## src/rtl/irq_setclr_pkg.sv

```systemverilog
package irq_setclr_pkg;
  localparam int NPLANE   = 6;
  localparam int PL_CFG0  = 0;
  localparam int PL_CFG1  = 1;
  localparam int PL_CFG2  = 2;
  localparam int PL_MASK  = 3;
  localparam int PL_WAKE  = 4;
  localparam int PL_ROUTE = 5;
  localparam int ADDR_STAT0 = 2 * NPLANE;
  localparam int ADDR_STAT1 = 2 * NPLANE + 1;
  localparam int ADDR_PEND  = 2 * NPLANE + 2;

  typedef enum logic [2:0] {
    TRIG_OFF  = 3'b000,
    TRIG_HIGH = 3'b101,
    TRIG_LOW  = 3'b110
  } trig_e;

  // Trigger decode: only the two level codes ever detect.
  function automatic logic trig_hit(input logic [2:0] code, input logic lvl);
    case (code)
      TRIG_HIGH: return lvl;
      TRIG_LOW:  return !lvl;
      default:   return 1'b0;
    endcase
  endfunction
endpackage

```

## src/rtl/irq_plane.sv

```systemverilog
module irq_plane #(
  parameter int W = 32
) (
  input  logic         clk,
  input  logic         rst,
  input  logic         set_en,
  input  logic         clr_en,
  input  logic [W-1:0] bits,
  output logic [W-1:0] q
);
  always_ff @(posedge clk) begin
    if (rst)         q <= '0;
    else if (set_en) q <= q | bits;
    else if (clr_en) q <= q & ~bits;
  end
endmodule

```

## src/rtl/irq_sync.sv

```systemverilog
module irq_sync #(
  parameter int W      = 32,
  parameter int STAGES = 2
) (
  input  logic         clk,
  input  logic         rst,
  input  logic [W-1:0] d,
  output logic [W-1:0] q
);
  logic [W-1:0] stg [STAGES];

  for (genvar s = 0; s < STAGES; s++) begin : g_stage
    always_ff @(posedge clk) begin
      if (rst)         stg[s] <= '0;
      else if (s == 0) stg[s] <= d;
      else             stg[s] <= stg[(s == 0) ? 0 : s - 1];
    end
  end

  assign q = stg[STAGES-1];
endmodule

```

## src/rtl/irq_detect.sv

```systemverilog
module irq_detect
  import irq_setclr_pkg::*;
#(
  parameter int W = 32
) (
  input  logic [W-1:0] lvl,
  input  logic [W-1:0] c0,
  input  logic [W-1:0] c1,
  input  logic [W-1:0] c2,
  output logic [W-1:0] det
);
  for (genvar i = 0; i < W; i++) begin : g_src
    assign det[i] = trig_hit({c2[i], c1[i], c0[i]}, lvl[i]);
  end
endmodule

```

## src/rtl/irq_setclr_ctrl.sv

```systemverilog
module irq_setclr_ctrl
  import irq_setclr_pkg::*;
#(
  parameter int NSRC   = 32,
  parameter int AW     = 5,
  parameter int STAGES = 2
) (
  input  logic            clk,
  input  logic            rst,
  input  logic [NSRC-1:0] src_in,
  input  logic [AW-1:0]   addr,
  input  logic            wr_en,
  input  logic [NSRC-1:0] wr_data,
  input  logic            rd_en,
  output logic [NSRC-1:0] rd_data,
  output logic            req0_o,
  output logic            req1_o,
  output logic            wake_o
);
  logic [NSRC-1:0] plane_q [NPLANE];
  logic [NSRC-1:0] lvl_sync;
  logic [NSRC-1:0] det;
  logic [NSRC-1:0] status0, status1, wake_hits;
  logic [NSRC-1:0] mask_q;
  logic [NSRC-1:0] rd_next;

  for (genvar p = 0; p < NPLANE; p++) begin : g_plane
    irq_plane #(.W(NSRC)) u_plane (
      .clk   (clk),
      .rst   (rst),
      .set_en(wr_en && (addr == AW'(2 * p))),
      .clr_en(wr_en && (addr == AW'(2 * p + 1))),
      .bits  (wr_data),
      .q     (plane_q[p])
    );
  end

  irq_sync #(.W(NSRC), .STAGES(STAGES)) u_sync (
    .clk(clk), .rst(rst), .d(src_in), .q(lvl_sync)
  );

  irq_detect #(.W(NSRC)) u_detect (
    .lvl(lvl_sync),
    .c0 (plane_q[PL_CFG0]),
    .c1 (plane_q[PL_CFG1]),
    .c2 (plane_q[PL_CFG2]),
    .det(det)
  );

  assign mask_q    = plane_q[PL_MASK];
  assign status0   = det & mask_q & plane_q[PL_ROUTE];
  assign status1   = det & mask_q & ~plane_q[PL_ROUTE];
  assign wake_hits = det & plane_q[PL_WAKE];

  always_comb begin
    rd_next = '0;
    for (int p = 0; p < NPLANE; p++) begin
      if (addr[AW-1:1] == (AW-1)'(p)) rd_next = plane_q[p];
    end
    if (addr == AW'(ADDR_STAT0)) rd_next = status0;
    if (addr == AW'(ADDR_STAT1)) rd_next = status1;
    if (addr == AW'(ADDR_PEND))  rd_next = det;
  end

  always_ff @(posedge clk) begin
    if (rst) begin
      req0_o  <= 1'b0;
      req1_o  <= 1'b0;
      wake_o  <= 1'b0;
      rd_data <= '0;
    end else begin
      req0_o <= |status0;
      req1_o <= |status1;
      wake_o <= |wake_hits;
      if (rd_en) rd_data <= rd_next;
    end
  end
endmodule

```

## config.mk

```make
export PLATFORM = sky130hd
export DESIGN_NAME = irq_setclr_ctrl
export DESIGN_NICKNAME = d
export VERILOG_FILES = /design/src/rtl/irq_setclr_pkg.sv /design/src/rtl/irq_plane.sv /design/src/rtl/irq_sync.sv /design/src/rtl/irq_detect.sv /design/src/rtl/irq_setclr_ctrl.sv
export SDC_FILE = /design/constraint.sdc
export NUM_CORES = 1
export LEC_CHECK = 0
export BUFFER_PORTS_ARGS = -buffer_cell sky130_fd_sc_hd__buf_2
export CAP_MARGIN = 20
export CORE_MARGIN = 8
export CORE_UTILIZATION = 45
export CTS_CLUSTER_SIZE = 20
export DETAILED_ROUTE_END_ITERATION = 8
export GPL_TIMING_DRIVEN = 0
export PLACE_DENSITY = 0.72
export SLEW_MARGIN = 20
export SYNTH_ARGS = -nofsm -noshare
export SYNTH_HDL_FRONTEND = slang
export SYNTH_HIERARCHICAL = 1
export SYNTH_SLANG_ARGS = --single-unit
```

## constraint.sdc

```tcl
create_clock -name clk -period 2.8 [get_ports clk]
set_input_delay 0.56 -clock clk [delete_from_list [all_inputs] [get_ports clk]]
set_output_delay 0.56 -clock clk [all_outputs]
set_load 0.03 [all_outputs]
```

==> results.toml <==
[synthesis]
yosysSeqAreaShare = 0.365
postSynthCellCount = 1719
synth-warning-count = 6
synth_cell_type_count = 83
synth_commonest_cells = "291 x dfxtp_1, 291 x nand2_1, 174 x a21bo_1"
async_reset_ff_frac = 0
syn-mean-instance-area_um2 = 9.29
yosys_register_bits = 291
synth-main-ff-cell = "dfxtp_1"
ys_top_cells_by_area = "dfxtp_1 36%, a21bo_1 11%, a21oi_2 9.2%"
synth_area_um2 = 16000
synth_edf_count = 0
synth_top_area_cell = "dfxtp_1"
synth_nets = 1792
synth.top_cell.area_share = 0.365

[grt]
antenna_found_initial = 1
grt_max_degree = 33
grt_pass1_vias = 14600
grt_util_all_layers = 0.306
grt.overflow.total = 0
grt_pass1_wl_mm = 95.7

[sta]
period_share = 1.03
holdWs_ns = 0.221
finClkSkew_ns = 0.0214
setup_ws_ns = -0.0803
worst_pin_slew_ns = 1.25
fmax_mhz = 347
rsz0062_at_grt = "yes"
layout_min_cycle_time_ns = 2.88
max_slew_margin = 0.167
fin_tns_setup_ns = -3.47
finalSetupViolations = 113
hold_violations = 0
finalMaxSlewViolations = 0

[cells_and_area]
nFillCells = 3292
fin_area_um2 = 18200
area_growth_pct = 14.1
n_antenna_cell = 0
drive_gt1_frac = 0.299
layout.nets = 1933

[setup_path]
path_max_fanout = 10
critical_path_arrival_ns = 3.35
worst-setup-path-type = "in2reg"
end_kind = "flip-flop"
required_ns = 3.27
startpoint_type = "primary input"
reg2reg_depth = 7

[power]
powerDensity_nw_per_um2 = 528
ir_drop_mv = 0.430
power_w = 0.00962
leakagePower_nw = 6.42

[drt]
routed_wl_mm = 65.4
drtIter0Drc = 1586
route.vias.total = 14900
first_pass_iters = 6
ant_nets = 0
route.detailed.drc = 0
viasPerCell = 6.33
wire_per_inst_um = 27.9

[floorplan]
die_w_um = 204
die_y_um = 204
coreArea_um2 = 35200
std_cell_rows = 69
start_util = 0.453
dieArea_um2 = 41800
design.portCount = 108

[place]
placed_cell_area_um2 = 17100
gp_congestion = 1.03
hpwlAfterDp_mm = 48.7
port_buffers = 105

[clocking]
numCtsBuffers = 34
h-tree-depth = 2
post_cts_buffers = 0
cts_tree = "built"
cts_hold_buf = 0
root_buffer = "clkbuf_16"
clock_latency_ns = 0.55
cts_buffer_depth = 3
clock-sinks = 291
clk_pin_slew_ns = 0.06

[min_path]
hold_class = "in2reg"
worstHoldPathCells = 2

[outcome]
status = "finished, violations left"
violations = "negative setup slack"

[job]
cap_violations = 0
==> per-stage QoR <==
| step | util | cells | setup WS (ns) |
|---|---|---|---|
| floorplan | - | 1719 | 0.560 |
| global placement | 0.485 | 2285 | -0.609 |
| detailed placement | 0.485 | 2285 | -0.600 |
| CTS | 0.516 | 2346 | -0.0136 |
| global route | 0.517 | 2346 | -0.0632 |
| finish | 0.517 | 2346 | -0.0803 |
==> worst max-delay path: stages <==
cell and delay (ns):
buf_2 0.13, buf_2 0.17, buf_4 0.20, inv_2 0.07, buf_2 0.36, buf_2 0.40
nand3_1 0.30, nor2_2 0.53, buf_2 0.38, nand2_1 0.10, a21oi_2 0.13
==> what timing repair did <==
item                                    4_1_cts  5_1_grt
hold endpoints to repair                      0        0
endpoints found under the setup margin       24      123
pin swaps                                     0        0
gates resized for setup                       1        9
==> report_power, final <==
group	internal, W	total [W]	switching, W
sequential	0.00423	0.00429	0.0000619
clock	0.00262	0.00444	0.00182
combinational	0.000263	0.000889	0.000626
total	0.00711	0.00962	0.00251
==> layer usage <==
metal  global-route usage  up-vias  wire length (um)
li1                     -     6573                 -
met1                0.396     7298             27200
met2                0.470      810             28900
met3               0.0724      170              6080
met4                0.154        0              3180
met5                    0        -                 0
==> layout by cell type (no fill, tap or decap), drive strengths merged, types with 7 or more instances in the layout <==
cell type	count
nor2	64
nor3	14
a211oi	18
mux2i	7
o211ai	10
nand2	292
and3	8
a22oi	35
nand3b	11
mux4	16
clkinv	7
nand4b	32
inv	18
nand3	47
dfxtp	291
o221ai	14
a21oi	238
o21ai	64
a2111oi	12
buf	204
nor2b	70
nand4bb	33
a21bo	192
nor3b	9
nand4	12
nor4	7
o22ai	12
clkbuf	68
==> cell families (layout without fill, tap and decap cells) <==
family | count (synthesis) | after routing | share of synthesized area
flip-flops | 291 | 291 | 0.365
AO/OA/AOI/OAI | 646 | 646 | 0.337
XOR/XNOR | 2 | 2 | 0.00110
buffers and inverters | 133 | 299 | 0.0517
multiplexers | 29 | 29 | 0.0314
AND/OR/NAND/NOR | 618 | 618 | 0.214
==> layout make-up <==
class                   count  area (um^2)  share of cell area
plain buffers             115          756              0.0415
clock buffers              52         1060              0.0583
clock inverters             9         53.8             0.00295
inverters                  18         70.1             0.00385
multi-input cells        1295         9350               0.513
flip-flops and latches    291         5830               0.320
well taps                 461          577              0.0317
repair buffers            105          526              0.0288
==> worst paths after layout <==
kind,from,to,slack (ns)
setup reg to reg,flip-flop,req1_o,0.18
hold reg to reg,u_sync/stg[0][22],u_sync/stg[1][22],0.43
setup / recovery,addr[3],flip-flop,-0.08
hold / removal,src_in[1],u_sync/stg[0][1],0.22
No activity file was read; power rests on OpenSTA's default activity.
